## config.mk

```make
export PLATFORM = sky130hd
export DESIGN_NAME = row_frame_tx
export DESIGN_NICKNAME = d
export VERILOG_FILES = /design/src/rtl/rft_pkg.sv /design/src/rtl/rft_ctrl.sv /design/src/rtl/rft_datapath.sv /design/src/rtl/row_frame_tx.sv
export SDC_FILE = /design/constraint.sdc
export NUM_CORES = 1
export LEC_CHECK = 0
export ABC_CLOCK_PERIOD_IN_PS = 2800
export CAP_MARGIN = 40
export CORE_MARGIN = 2
export CORE_UTILIZATION = 50
export CTS_CLUSTER_DIAMETER = 50
export DETAILED_ROUTE_END_ITERATION = 10
export PLACE_DENSITY = 0.7
export SLEW_MARGIN = 20
export SYNTH_ARGS = -nofsm -noshare
export SYNTH_HDL_FRONTEND = slang
export SYNTH_HIERARCHICAL = 1
export SYNTH_SLANG_ARGS = --single-unit
```

## constraint.sdc

```tcl
create_clock -name clk -period 2.8 [get_ports clk]
set_input_delay 0.42 -clock clk [delete_from_list [all_inputs] [get_ports clk]]
set_output_delay 0.42 -clock clk [all_outputs]
set_load 0.01 [all_outputs]
```

## src/rtl/rft_pkg.sv

```systemverilog
package rft_pkg;

  localparam int SYNC_W = 32;
  localparam int ROW_W  = 8;
  localparam int ID_W   = 8;
  localparam int HDR_W  = SYNC_W + ROW_W + ID_W;
  localparam int LANES  = 3;

  // strobes from the sequencer to the shift datapath
  typedef struct packed {
    logic             loadHdr;
    logic             loadPix;
    logic             shift;
    logic             inHdr;
    logic             inPix;
    logic             padLast;
    logic [ROW_W-1:0] rowNum;
  } rftStrobe_t;

endpackage

```

## src/rtl/rft_ctrl.sv

```systemverilog
module rft_ctrl
  import rft_pkg::*;
#(
  parameter int NUM_GROUPS = 3,
  parameter int PIXELS     = 320,
  parameter int COLOR_W    = 8,
  parameter int GROUP_ROWS = 128,
  parameter int LAST_ROWS  = 64
) (
  input  logic                  clk,
  input  logic                  rstN,
  input  logic                  start,
  input  logic [NUM_GROUPS-1:0] rowAvail,
  output rftStrobe_t            strb,
  output logic [NUM_GROUPS-1:0] pixPop,
  output logic                  serClkBase,
  output logic                  rowDone
);

  localparam int BIT_W  = $clog2(HDR_W);
  localparam int PIX_CW = $clog2(PIXELS + 1);
  localparam bit HAS_PAD = (LAST_ROWS < GROUP_ROWS);

  typedef enum logic [1:0] {PH_IDLE, PH_HDR, PH_PIX} phase_t;

  phase_t            phase;
  logic              half;
  logic [BIT_W-1:0]  bitCnt;
  logic [PIX_CW-1:0] pixCnt;
  logic [ROW_W-1:0]  rowNum;
  logic              armed;

  logic                  padRow;
  logic [NUM_GROUPS-1:0] need;
  logic                  go;
  logic                  inFrame;
  logic                  hdrEnd;
  logic                  pixBitEnd;
  logic                  lastPix;
  logic                  frameEnd;

  assign padRow    = HAS_PAD && (rowNum >= ROW_W'(LAST_ROWS));
  assign inFrame   = (phase != PH_IDLE);
  assign go        = (phase == PH_IDLE) && (armed || start) && (&need);
  assign hdrEnd    = (phase == PH_HDR) && half && (bitCnt == BIT_W'(HDR_W - 1));
  assign pixBitEnd = (phase == PH_PIX) && half && (bitCnt == BIT_W'(COLOR_W - 1));
  assign lastPix   = (pixCnt == PIX_CW'(PIXELS - 1));
  assign frameEnd  = pixBitEnd && lastPix;

  for (genvar g = 0; g < NUM_GROUPS; g++) begin : gGroup
    if (g == NUM_GROUPS - 1) begin : gLast
      assign need[g]   = rowAvail[g] | padRow;
      assign pixPop[g] = strb.loadPix & ~padRow;
    end else begin : gFull
      assign need[g]   = rowAvail[g];
      assign pixPop[g] = strb.loadPix;
    end
  end

  always_comb begin
    strb.loadHdr = go;
    strb.loadPix = hdrEnd || (pixBitEnd && !lastPix);
    strb.shift   = inFrame && half && !strb.loadPix && !frameEnd;
    strb.inHdr   = (phase == PH_HDR);
    strb.inPix   = (phase == PH_PIX);
    strb.padLast = padRow;
    strb.rowNum  = rowNum;
  end

  assign serClkBase = half;

  always_ff @(posedge clk) begin
    if (!rstN) begin
      phase   <= PH_IDLE;
      half    <= 1'b0;
      bitCnt  <= '0;
      pixCnt  <= '0;
      rowNum  <= '0;
      armed   <= 1'b0;
      rowDone <= 1'b0;
    end else begin
      rowDone <= 1'b0;
      if (go)         armed <= 1'b0;
      else if (start) armed <= 1'b1;

      case (phase)
        PH_IDLE: begin
          half <= 1'b0;
          if (go) begin
            phase  <= PH_HDR;
            bitCnt <= '0;
          end
        end
        default: begin
          half <= ~half;
          if (half) begin
            if (hdrEnd) begin
              phase  <= PH_PIX;
              bitCnt <= '0;
              pixCnt <= '0;
            end else if (pixBitEnd) begin
              bitCnt <= '0;
              if (lastPix) begin
                phase   <= PH_IDLE;
                rowDone <= 1'b1;
                rowNum  <= (rowNum == ROW_W'(GROUP_ROWS - 1)) ? '0 : rowNum + 1'b1;
              end else begin
                pixCnt <= pixCnt + 1'b1;
              end
            end else begin
              bitCnt <= bitCnt + 1'b1;
            end
          end
        end
      endcase
    end
  end

  AST_START_GATED: assert property (@(posedge clk) disable iff (!rstN)
    $rose(inFrame) |-> ($past(armed || start) && $past(&need)));
  AST_DONE_SINGLE: assert property (@(posedge clk) disable iff (!rstN)
    rowDone |=> !rowDone);
  AST_DONE_CLK_LOW: assert property (@(posedge clk) disable iff (!rstN)
    rowDone |-> !serClkBase);
  AST_ROW_BOUND: assert property (@(posedge clk) disable iff (!rstN)
    rowNum < ROW_W'(GROUP_ROWS));
  AST_PAD_NO_POP: assert property (@(posedge clk) disable iff (!rstN)
    padRow |-> !pixPop[NUM_GROUPS-1]);
  AST_POP_HIGH_HALF: assert property (@(posedge clk) disable iff (!rstN)
    (|pixPop) |-> serClkBase);

endmodule

```

## src/rtl/rft_datapath.sv

```systemverilog
module rft_datapath
  import rft_pkg::*;
#(
  parameter int                NUM_GROUPS = 3,
  parameter int                COLOR_W    = 8,
  parameter logic [SYNC_W-1:0] SYNC       = 32'hB3A5_1E27
) (
  input  logic                                  clk,
  input  logic                                  rstN,
  input  rftStrobe_t                            strb,
  input  logic [NUM_GROUPS-1:0][LANES*COLOR_W-1:0] pixData,
  output logic [NUM_GROUPS-1:0][LANES-1:0]      laneOut
);

  localparam logic [ID_W-1:0] ID_SENT = '0;

  logic [HDR_W-1:0] hdrSr;
  logic [NUM_GROUPS-1:0][LANES-1:0][COLOR_W-1:0] pixSr;

  always_ff @(posedge clk) begin
    if (!rstN) begin
      hdrSr <= '0;
      pixSr <= '0;
    end else begin
      if (strb.loadHdr)
        hdrSr <= {SYNC, strb.rowNum, ID_SENT};
      else if (strb.shift && strb.inHdr)
        hdrSr <= {hdrSr[HDR_W-2:0], 1'b0};

      for (int g = 0; g < NUM_GROUPS; g++) begin
        for (int c = 0; c < LANES; c++) begin
          if (strb.loadPix) begin
            if ((g == NUM_GROUPS - 1) && strb.padLast)
              pixSr[g][c] <= '0;
            else
              pixSr[g][c] <= pixData[g][(LANES-1-c)*COLOR_W +: COLOR_W];
          end else if (strb.shift && strb.inPix) begin
            pixSr[g][c] <= {pixSr[g][c][COLOR_W-2:0], 1'b0};
          end
        end
      end
    end
  end

  always_comb begin
    for (int g = 0; g < NUM_GROUPS; g++) begin
      for (int c = 0; c < LANES; c++) begin
        if (strb.inHdr)      laneOut[g][c] = hdrSr[HDR_W-1];
        else if (strb.inPix) laneOut[g][c] = pixSr[g][c][COLOR_W-1];
        else                 laneOut[g][c] = 1'b0;
      end
    end
  end

  AST_PAD_ZERO: assert property (@(posedge clk) disable iff (!rstN)
    (strb.inPix && strb.padLast) |-> (laneOut[NUM_GROUPS-1] == '0));
  AST_IDLE_QUIET: assert property (@(posedge clk) disable iff (!rstN)
    (!strb.inHdr && !strb.inPix) |-> (laneOut == '0));

endmodule

```

## src/rtl/row_frame_tx.sv

```systemverilog
module row_frame_tx
  import rft_pkg::*;
#(
  parameter int                NUM_GROUPS = 3,
  parameter int                PIXELS     = 320,
  parameter int                COLOR_W    = 8,
  parameter int                GROUP_ROWS = 128,
  parameter int                LAST_ROWS  = 64,
  parameter logic [SYNC_W-1:0] SYNC       = 32'hB3A5_1E27
) (
  input  logic                                     clk,
  input  logic                                     rstN,
  input  logic                                     start,
  input  logic [NUM_GROUPS-1:0]                    rowAvail,
  input  logic [NUM_GROUPS-1:0][LANES*COLOR_W-1:0] pixData,
  output logic [NUM_GROUPS-1:0]                    pixPop,
  output logic [NUM_GROUPS-1:0]                    serClk,
  output logic [NUM_GROUPS-1:0]                    serRed,
  output logic [NUM_GROUPS-1:0]                    serGreen,
  output logic [NUM_GROUPS-1:0]                    serBlue,
  output logic                                     rowDone
);

  rftStrobe_t strb;
  logic       serClkBase;
  logic [NUM_GROUPS-1:0][LANES-1:0] laneOut;

  rft_ctrl #(
    .NUM_GROUPS(NUM_GROUPS), .PIXELS(PIXELS), .COLOR_W(COLOR_W),
    .GROUP_ROWS(GROUP_ROWS), .LAST_ROWS(LAST_ROWS)
  ) uCtrl (
    .clk(clk), .rstN(rstN), .start(start), .rowAvail(rowAvail),
    .strb(strb), .pixPop(pixPop), .serClkBase(serClkBase), .rowDone(rowDone)
  );

  rft_datapath #(
    .NUM_GROUPS(NUM_GROUPS), .COLOR_W(COLOR_W), .SYNC(SYNC)
  ) uData (
    .clk(clk), .rstN(rstN), .strb(strb), .pixData(pixData), .laneOut(laneOut)
  );

  for (genvar g = 0; g < NUM_GROUPS; g++) begin : gOut
    assign serClk[g]   = serClkBase;
    assign serRed[g]   = laneOut[g][0];
    assign serGreen[g] = laneOut[g][1];
    assign serBlue[g]  = laneOut[g][2];
  end

  AST_LANES_STABLE: assert property (@(posedge clk) disable iff (!rstN)
    serClk[0] |-> $stable(laneOut));
  AST_HDR_SHARED: assert property (@(posedge clk) disable iff (!rstN)
    strb.inHdr |-> (serRed == serGreen && serGreen == serBlue));

endmodule

```

# Word level (Yosys, flattened, before mapping)
# Index checks and enable logic that the tools add are counted.
dict set report op_classes {
  n_eq_ne 8
  n_reduce_logical 34
  n_shift 0
  bitwise_logic 8
  div_mod_pow 0
  mul 0
  addsub 3
  mux 57
  magnitude_cmp 1
}
# cell count
set ops {}
lappend ops {{8-bit 2-to-1 mux} 22}
lappend ops {{48-bit 2-to-1 mux} 2}
lappend ops {{6-bit 2-to-1 mux} 5}
lappend ops {{9-bit 2-to-1 mux} 3}
lappend ops {{1-bit 2-to-1 mux} 19}
lappend ops {{1-bit logical AND} 13}
lappend ops {{2-bit 2-to-1 mux} 6}
lappend ops {{2-bit nonzero test} 5}
lappend ops {{9-bit by 1-bit adder with 9-bit output, second input constant} 1}
lappend ops {{9-bit == test, second input constant} 1}
lappend ops {{8-bit by 1-bit adder with 8-bit output, second input constant} 1}
lappend ops {{8-bit by 7-bit == test with 1-bit output, second input constant} 1}
lappend ops {{8-bit by 7-bit greater-or-equal comparator with 1-bit output, second input constant} 1}
lappend ops {{4-bit AND reduction} 2}
lappend ops {{6-bit by 1-bit adder with 6-bit output, second input constant} 1}
lappend ops {{6-bit by 3-bit == test with 1-bit output, second input constant} 1}
lappend ops {{6-bit == test, second input constant} 1}
lappend ops {{1-bit inverter} 6}
lappend ops {{3-bit nonzero test} 2}
lappend ops {{5-bit AND reduction} 1}
lappend ops {{5-bit OR reduction} 1}
lappend ops {{2-bit by 1-bit inequality test with 1-bit output, second input constant} 2}
lappend ops {{2-bit OR reduction} 2}
lappend ops {{1-bit logical NOT} 3}
lappend ops {{other kinds (8)} 9}
dict set report totals {
  ramBits 0
  output_inout_bits 16
  ff_bits 140
  rom_bits 0
  latch_bits 0
  memories 0
  wordCells 129
}

# Logic depth before layout (Yosys ltp)
# Gate-level depths: netlist of run 1.
dict set report logic_depth {
  depth_word 11
  depth_mapped 11
  mapped_depth_nobuf 8
}

# By module
# Netlist of run 1, hierarchy kept.
# module area_each_um2 seq_area_each_um2 cells_each n_inst
set by_module_without_submodules {}
lappend by_module_without_submodules {rft_datapath 4785.8 2242.2 528 1}
lappend by_module_without_submodules {rft_ctrl 1579.0 560.5 191 1}
lappend by_module_without_submodules {row_frame_tx 22.5 0.0 3 1}

# Worst setup path before layout of run 1
# Ideal clock, no wire load.
dict set report synth_timing {
  kind {reg-to-reg}
  start {register uCtrl.bitCnt[0]}
  end {register uData/pixSr[17] (netlist bit)}
  slack_ps 354
  required_time_ps 2730
  t_arrival_ps 2376
  n_path_buf 5
  path_stages_with_launch 12
  path_cell_list {dfxtp_1 > ha_1 > and4b_1 > nand3_1 > clkbuf_1 > o21ai_0 > buf_4 > inv_2 > buf_2 > buf_2 > buf_2 > a21oi_1}
}
dict set report synth_via {
  elab_chain_len 9
  elab_cells_between_ends 14
  classes_between {2 x eq/ne; 1 x mux; 11 x reduce/logical}
}
# element line_no
set synth_lines {}
lappend synth_lines {{from (decl)} rft_ctrl.sv:28} ;# logic [BIT_W-1:0] bitCnt;
lappend synth_lines {{from (signal assigned)} rft_ctrl.sv:111} ;# bitCnt <= bitCnt + 1'b1;
lappend synth_lines {{6-bit by 3-bit == test with 1-bit output} rft_ctrl.sv:46} ;# assign pixBitEnd = (phase == PH_PIX) && half && (bitCnt == BIT_W'(COLOR_W - 1));
lappend synth_lines {{1-bit logical AND} rft_ctrl.sv:46}
lappend synth_lines {{1-bit logical AND} rft_ctrl.sv:62} ;# strb.loadPix = hdrEnd || (pixBitEnd && !lastPix);
lappend synth_lines {{1-bit logical OR *} rft_ctrl.sv:62}
lappend synth_lines {{via pixPop[0]} row_frame_tx.sv:16} ;# output logic [NUM_GROUPS-1:0] pixPop,
lappend synth_lines {{1-bit logical NOT} rft_ctrl.sv:63} ;# strb.shift = inFrame && half && !strb.loadPix && !frameEnd;
lappend synth_lines {{1-bit logical AND (2 in series)} rft_ctrl.sv:63}
lappend synth_lines {{1-bit logical AND} rft_datapath.sv:37} ;# end else if (strb.shift && strb.inPix) begin
lappend synth_lines {{2-bit nonzero test (no line)} n/a}
lappend synth_lines {{to (signal, indexed assignment)} rft_datapath.sv:36} ;# pixSr[g][c] <= pixData[g][(LANES-1-c)*COLOR_W +: COLOR_W];
lappend synth_lines {{to (signal, indexed assignment)} rft_datapath.sv:38} ;# pixSr[g][c] <= {pixSr[g][c][COLOR_W-2:0], 1'b0};
lappend synth_lines {{to (decl)} rft_datapath.sv:18} ;# logic [NUM_GROUPS-1:0][LANES-1:0][COLOR_W-1:0] pixSr;
# Mark *: on every way through the listed nets, which the timed path passes. The rest lies on a longest branch.
# A chain may end at the register's enable or synchronous reset.

==> qor.yml, run 1 <==
logic_synthesis:
  synth_nets: 803
  synthTopCellsByArea: "dfxtp_1 (44%), mux2i_1 (9.9%), a21oi_1 (6.8%), o21ai_0 (6.2%), nand2_1 (4.2%)"
  yosysTopAreaCell: "dfxtp_1"
  synth-warning-count: 6
  synth_seq_area_share_pct: 43.9
  netlist_top_cells_count: "dfxtp_1 (140), a21oi_1 (87), o21ai_0 (79), nand2_1 (72), mux2i_1 (63)"
  ys.flop_type: "dfxtp_1"
  avgSynthCellArea_um2: 8.85
  synth_top_area_share_pct: 43.9
  yosysMostFrequentCell: "dfxtp_1"
  synth-seq-cells: 140
  synth_edf_count: 0
  synthCells: 722
  synthArstFlopShare_pct: 0
  ys_types: 55
  syn_area_um2: 6390
finish:
  area_delta_synth_final_pct: 25.1
  fillCellCount: 1054
  num_antenna_cells: 0
  design_area_um2: 7990
  multi_input_area_um2: 3210
  utilization_pct: 63.6
  final_cells: 972
  regArea_um2: 2800
  drive_gt1_share_pct: 8.63
  final_nets: 868
critical_path:
  cpLargestDelayFamily: "buffers and inverters"
  cp-start-kind: "flip-flop"
  end_kind: "primary output"
  path_class: "reg2out"
  critical_path.max_stage_delay_ns: 0.54
  slowest_stage: "clkdlybuf4s50_1"
  path_buf_inv: 2
  crit_start: "uCtrl/phase[0]$_SDFFE_PN0P_"
  reg2reg_from: "uCtrl/bitCnt[0]$_SDFFE_PN0P_"
  worstPathMaxFanout: 9
  required_ns: 2.38
  crit_chain: "nor2b_2 -> and2_1 -> buf_4 -> a21o_1 -> clkdlybuf4s50_1"
  worstPathArrival_ns: 2.26
placement:
  dp_hpwl_um: 9410
  dpl_cell_area_um2: 7400
  port_buffers: 93
  dp.cells: 939
  gp_congestion: 0.815
drt:
  drc_errors: 0
  wire_per_inst_um: 15.6
  drt_iter0_drc: 327
  vias: 5462
  drt_wl_total_um: 15100
  dr.pass1.iters: 4
  viasPerCell: 5.62
  ant_nets: 0
global_routing:
  grt_pass1_wl_um: 24200
  antenna_found_initial: 0
  grtUsageTotal_pct: 22.3
  overflow: 0
  grt_max_degree: 130
  grt_pass1_vias: 5268
min_path:
  worstHoldStart: "uData/hdrSr[32]$_SDFFE_PN0P_"
  hold_path.class: "reg2reg"
job:
  maxCapViolations: 0
run_status:
  status: "completed"
timing:
  relSlewSlack_pct: 54.2
  finalWorstPathRequiredPeriod_ns: 2.68
  tightest_slew_ns: 0.686
  final-hold-violation-count: 0
  period_share_pct: 95.8
  skew_ns: 0.00413
  rsz0062_at_grt: "true"
  maxSlewViolCount: 0
  timing.fmax_mhz: 373
  setup_viol: 0
cts:
  numCtsBuffers: 17
  root_buffer: "clkbuf_16"
  cts_tree: "yes"
  clk_pin_slew_worst_paths_ns: 0.06
  cts_htree_levels: 4
  insertion_delay_ns: 0.42
  clockBufferDepth: 2
  cts.sinks: 140
  hold_buffers: 0
floorplan:
  pin_count: 94
  die_w_um: 117
  die_area_um2: 13700
  start_util_pct: 50.8
  core-area_um2: 12600
  num_rows: 41
  fp.dieH_um: 117
pwr:
  leakage_nw: 3.40
  peakVddDrop_mv: 0.307
  power.density_nw_per_um2: 556
-- final timing paths --
check | end | slack, ns | cells after the start
hold reg to reg | uData/hdrSr[33]$_SDFFE_PP0P_ | 0.45 | 2
setup reg to reg | uData/pixSr[57]$_SDFFE_PN0P_ | 0.33 | 9
hold / removal | uData/hdrSr[33]$_SDFFE_PP0P_ | 0.45 | 2
setup / recovery | serBlue[2] | 0.12 | 5
-- per-stage QoR --
stage | setup TNS [ns] | total power, mW | setup WS [ns] | hold slack (ns)
after global placement | 0 | 2.30 | 0.370 | 0.435
final | 0 | 4.44 | 0.119 | 0.455
after detailed placement | 0 | 2.30 | 0.342 | 0.444
after floorplan | 0 | 2.17 | 0.354 | 0.427
after global routing | -0.000485 | 4.60 | -0.000485 | 0.474
after CTS | 0 | 4.48 | 0.0594 | 0.457
-- report_power, final --
group / switching (mW) / internal [mW] / total, mW
Sequential: 0.00927 / 2.01 / 2.02
Clock: 0.804 / 1.38 / 2.18
Combinational: 0.0974 / 0.146 / 0.243
-- cell families (layout without fill, tap and decap cells) --
| group | Yosys count | count (layout) | synth area share (%) |
|---|---|---|---|
| fa+ha+maj | 3 | 3 | 0.588 |
| compound gates | 238 | 238 | 22.6 |
| simple gates | 197 | 197 | 16.4 |
| mux | 66 | 66 | 10.4 |
| flops | 140 | 140 | 43.9 |
| buf+inv | 78 | 156 | 6.15 |
-- area by class of cell --
| class | count | area share [%] |
|---|---|---|
| sequential | 140 | 35.1 |
| multi-input combinational | 504 | 40.2 |
| clock buffer | 25 | 6.07 |
| timing repair buffer | 115 | 14.4 |
| inverter | 9 | 0.423 |
| clock inverter | 7 | 1.10 |
| tap | 172 | 2.69 |
-- worst register-to-register path: stages (launching register included) --
cell,delay (ns)
dfxtp_1,0.37
ha_1,0.21
and4b_1,0.29
o21ai_0,0.25
nand3_1,0.19
inv_1,0.13
nand2_4,0.30
buf_4,0.29
mux2i_1,0.22
a21oi_1,0.09
-- flip-flops by register name, indices dropped and copies added (netlist names) --
signal,flops
uCtrl/serClkBase,1
uData/pixSr,72
uCtrl/phase,2
uCtrl/armed,1
uCtrl/pixCnt,9
uData/hdrSr,40
uCtrl/rowNum,8
uCtrl/rowDone,1
uCtrl/bitCnt,6
-- layout by cell type, fill, tap and decap left out, types with 2 or more instances in the layout --
cell / n
o221ai_1: 3
nor3_1: 7
mux2i_1: 63
clkbuf_16: 17
nand3_1: 22
inv_1: 8
and3_1: 2
and2_1: 4
nor2b_2: 2
and4_1: 3
nor4_1: 3
ha_1: 3
o21ai_0: 78
or3_1: 19
bufinv_16: 2
nand4_1: 11
a21oi_1: 87
dfxtp_1: 139
nor2_1: 6
clkdlybuf4s50_1: 91
o2111ai_1: 2
clkbuf_1: 5
nand3b_1: 2
o311a_1: 17
nor2b_1: 22
o31ai_1: 3
buf_4: 17
nand2b_1: 5
o311ai_0: 2
o211a_1: 3
a21o_1: 10
or4_1: 3
or2_2: 3
clkbuf_8: 3
buf_12: 5
clkinv_2: 4
mux2_2: 3
a31oi_1: 10
a21boi_0: 13
nand2_1: 72
-- routing by layer --
layer	up-vias	track usage (%)	share of wire [%]
met3	20	5.82	4.3
met5	-	0	0
met2	109	38.6	48
li1	2754	-	-
met1	2579	26.3	45
met4	0	9.65	2.0
-- timing repair --
item | 4_1_cts | 5_1_grt
gates cloned | 0 | 0
setup buffers | 1 | 0
gates resized for setup | 4 | 2
pin swaps | 1 | 0
endpoints found under the setup margin | 8 | 10
Note: power is estimated with default switching activity, not from simulation.
==> run 2: changes to the inputs <==
Settings changed: CAP_MARGIN 40 to not set, PLACE_DENSITY 0.7 to 0.74.
==> run 2 against run 1 <==
Sequential share of layout area rose by 0.22 points. Die area unchanged. Critical endpoint is now pixPop[2]. Clock skew is 0.0019 ns higher. Total power shrank 3.8%. First-iteration DRC count increased by 58%. Setup slack worse by 0.048 ns. Utilization fell by 0.40 points. Sequential cell count unchanged. Combinational power about the same. Largest cell class unchanged. Via count grew 1.8%. Design area is 0.63% lower.
==> qor.yml, run 2 (synthesis gave the netlist of run 1 again) <==
run_status:
  status: "completed"
critical_path:
  critPathCapture: "pixPop[2]"
  worstPathArrival_ns: 2.31  # +0.05 ns
  worstPathMaxFanout: 7  # -2
  r2r_slack_ns: 0.33  # about the same
  r2r-end: "uData/hdrSr[9]$_SDFFE_PN0P_"
  reg2reg_from: "uCtrl/phase[1]$_SDFFE_PN0P_"
  path_class: "reg2out"
  end_kind: "primary output"
  cp-start-kind: "flip-flop"
  r2r_cells: 9  # unchanged
  required_ns: 2.38  # about the same
  crit_start: "uCtrl/pixCnt[1]$_SDFFE_PN0P_"
finish:
  utilization_pct: 63.2  # -0.40 points
  layout_commonest_cell: "dfxtp_1"
  top_regs: "uData/pixSr: 72 flops, uData/hdrSr: 40 flops, uCtrl/pixCnt: 9 flops"
  final_cells: 971  # -0.10%
  design_area_um2: 7940  # -0.63%
  num_antenna_cells: 0  # unchanged
  largest_reg_flops: 72  # unchanged
  final_nets: 868  # unchanged
  drive_gt1_share_pct: 9.01  # +0.39 points
  area_delta_synth_final_pct: 24.3
  regMostFlops: "uData/pixSr"
  final_cell_mix: "dfxtp_1 (139), clkdlybuf4s50_1 (91), a21oi_1 (87), o21ai_0 (78), nand2_1 (72)"
  fillCellCount: 1045  # -0.85%
min_path:
  hold_path.class: "reg2reg"
timing:
  relSlewSlack_pct: 53.0  # -1.2 points
  maxSlewViolCount: 0  # unchanged
  period_share_pct: 97.5  # +1.7 points
  skew_ns: 0.00605  # +0.00192 ns
  timing.fmax_mhz: 366  # -1.8%
  rsz0062_at_grt: "false"
  finalWorstPathRequiredPeriod_ns: 2.73  # +0.0478 ns
  tns_ns: 0  # unchanged
  final-hold-violation-count: 0  # unchanged
  tightest_slew_ns: 0.704  # +0.0179 ns
  setup_viol: 0  # unchanged
floorplan:
  num_rows: 41  # unchanged
  pin_count: 94  # unchanged
  start_util_pct: 50.8  # unchanged
  die_area_um2: 13700  # unchanged
  die_w_um: 117  # unchanged
  core-area_um2: 12600  # unchanged
  fp.dieH_um: 117  # unchanged
placement:
  dp.cells: 939  # unchanged
  gp_congestion: 0.853  # +4.7%
  port_buffers: 93  # unchanged
  dp_hpwl_um: 9650  # +2.5%
  dpl_cell_area_um2: 7380  # -0.27%
cts:
  root_buffer: "clkbuf_16"
  cts_tree: "yes"
  insertion_delay_ns: 0.42  # about the same
  hold_buffers: 0  # unchanged
  cts_htree_levels: 4  # unchanged
  cts.sinks: 140  # unchanged
  clockBufferDepth: 2  # unchanged
  numCtsBuffers: 17  # unchanged
  clk_pin_slew_worst_paths_ns: 0.05  # about the same
drt:
  wire_per_inst_um: 15.5  # -0.27%
  dr.pass1.iters: 5  # +1
  drc_errors: 0  # unchanged
  drt_iter0_drc: 518  # +58%
  viasPerCell: 5.73  # +2.0%
  vias: 5563  # +1.8%
  ant_nets: 0  # unchanged
  drt_wl_total_um: 15100  # -0.38%
global_routing:
  grt_pass1_vias: 5047  # -4.2%
  met2_usage_pct: 36.5  # -2.1 points
  antenna_found_initial: 0  # unchanged
  grt_pass1_wl_um: 23500  # -2.8%
  overflow: 0  # unchanged
  top_usage_layer: "met2"
  grtUsageTotal_pct: 22.0  # -0.39 points
  grt_max_degree: 117  # -10%
  grtUsageMet3_pct: 6.39  # +0.57 points
  gr-usage-met1_pct: 27.2  # +0.96 points
pwr:
  leakage_nw: 3.36  # -1.2%
  finalPower_mw: 4.27  # -3.8%
  peakVddDrop_mv: 0.381  # +24%
  power.density_nw_per_um2: 538  # -3.2%
job:
  maxCapViolations: 0  # unchanged
[run 2: worst min path at each step]
stage,startpoint,to,slack [ns],cells past startpoint
2_1_floorplan,uData/hdrSr[21]$_SDFFE_PN0P_,uData/hdrSr[22]$_SDFFE_PP0P_,0.43,2
5_1_grt,uData/hdrSr[34]$_SDFFE_PN0P_,uData/hdrSr[35]$_SDFFE_PP0P_,0.47,2
3_3_place_gp,uData/hdrSr[34]$_SDFFE_PN0P_,uData/hdrSr[35]$_SDFFE_PP0P_,0.43,2
4_1_cts,uData/hdrSr[35]$_SDFFE_PP0P_,uData/hdrSr[36]$_SDFFE_PP0P_,0.45,2
3_5_place_dp,uData/hdrSr[42]$_SDFFE_PP0P_,uData/hdrSr[43]$_SDFFE_PP0P_,0.44,2
6_report,uData/hdrSr[19]$_SDFFE_PP0P_,uData/hdrSr[20]$_SDFFE_PP0P_,0.45,2
[run 2: metal layers]
metal | part of all wire (%) | vias up
met5 | 0 | -
met4 | 1.6 | 0
met3 | 5.8 | 21
met2 | 49 | 162
met1 | 44 | 2620
li1 | - | 2760
[run 2: final cells by class]
| class | count | area [um^2] | share of cell area, % |
|---|---|---|---|
| multi-input cells | 504 | 3230 | 40.6 |
| inverters | 9 | 35.0 | 0.441 |
| flip-flops and latches | 140 | 2800 | 35.3 |
| clock buffers | 25 | 495 | 6.24 |
| well taps | 172 | 215 | 2.71 |
| repair buffers | 115 | 1130 | 14.2 |
| clock inverters | 6 | 37.5 | 0.473 |
[run 2: critical path: stages, from the launching register on]
cell,delay (ns)
dfxtp_1,0.38
ha_2,0.23
nand3_2,0.17
or4_4,0.57
nand2_1,0.15
a21oi_1,0.09
dlygate4sd2_1,0.31
[run 2: repair_timing]
item	4_1_cts	5_1_grt
pin swaps	1	0
setup endpoints to repair	3	9
hold endpoints to repair	0	0
setup buffers	1	0
resized for setup	3	5
[run 2: through the flow]
step / hold slack (ns) / setup slack, ns
floorplan: 0.427 / 0.354
global placement: 0.433 / 0.376
detailed placement: 0.445 / 0.294
CTS: 0.452 / 0.0493
global route: 0.468 / 0.00519
finish: 0.447 / 0.0711
[run 2: power breakdown]
part | leakage [nW] | switching [mW] | internal [mW]
clock | 0.255 | 0.794 | 1.21
combinational | 1.98 | 0.0988 | 0.145
sequential | 1.13 | 0.00985 | 2.01
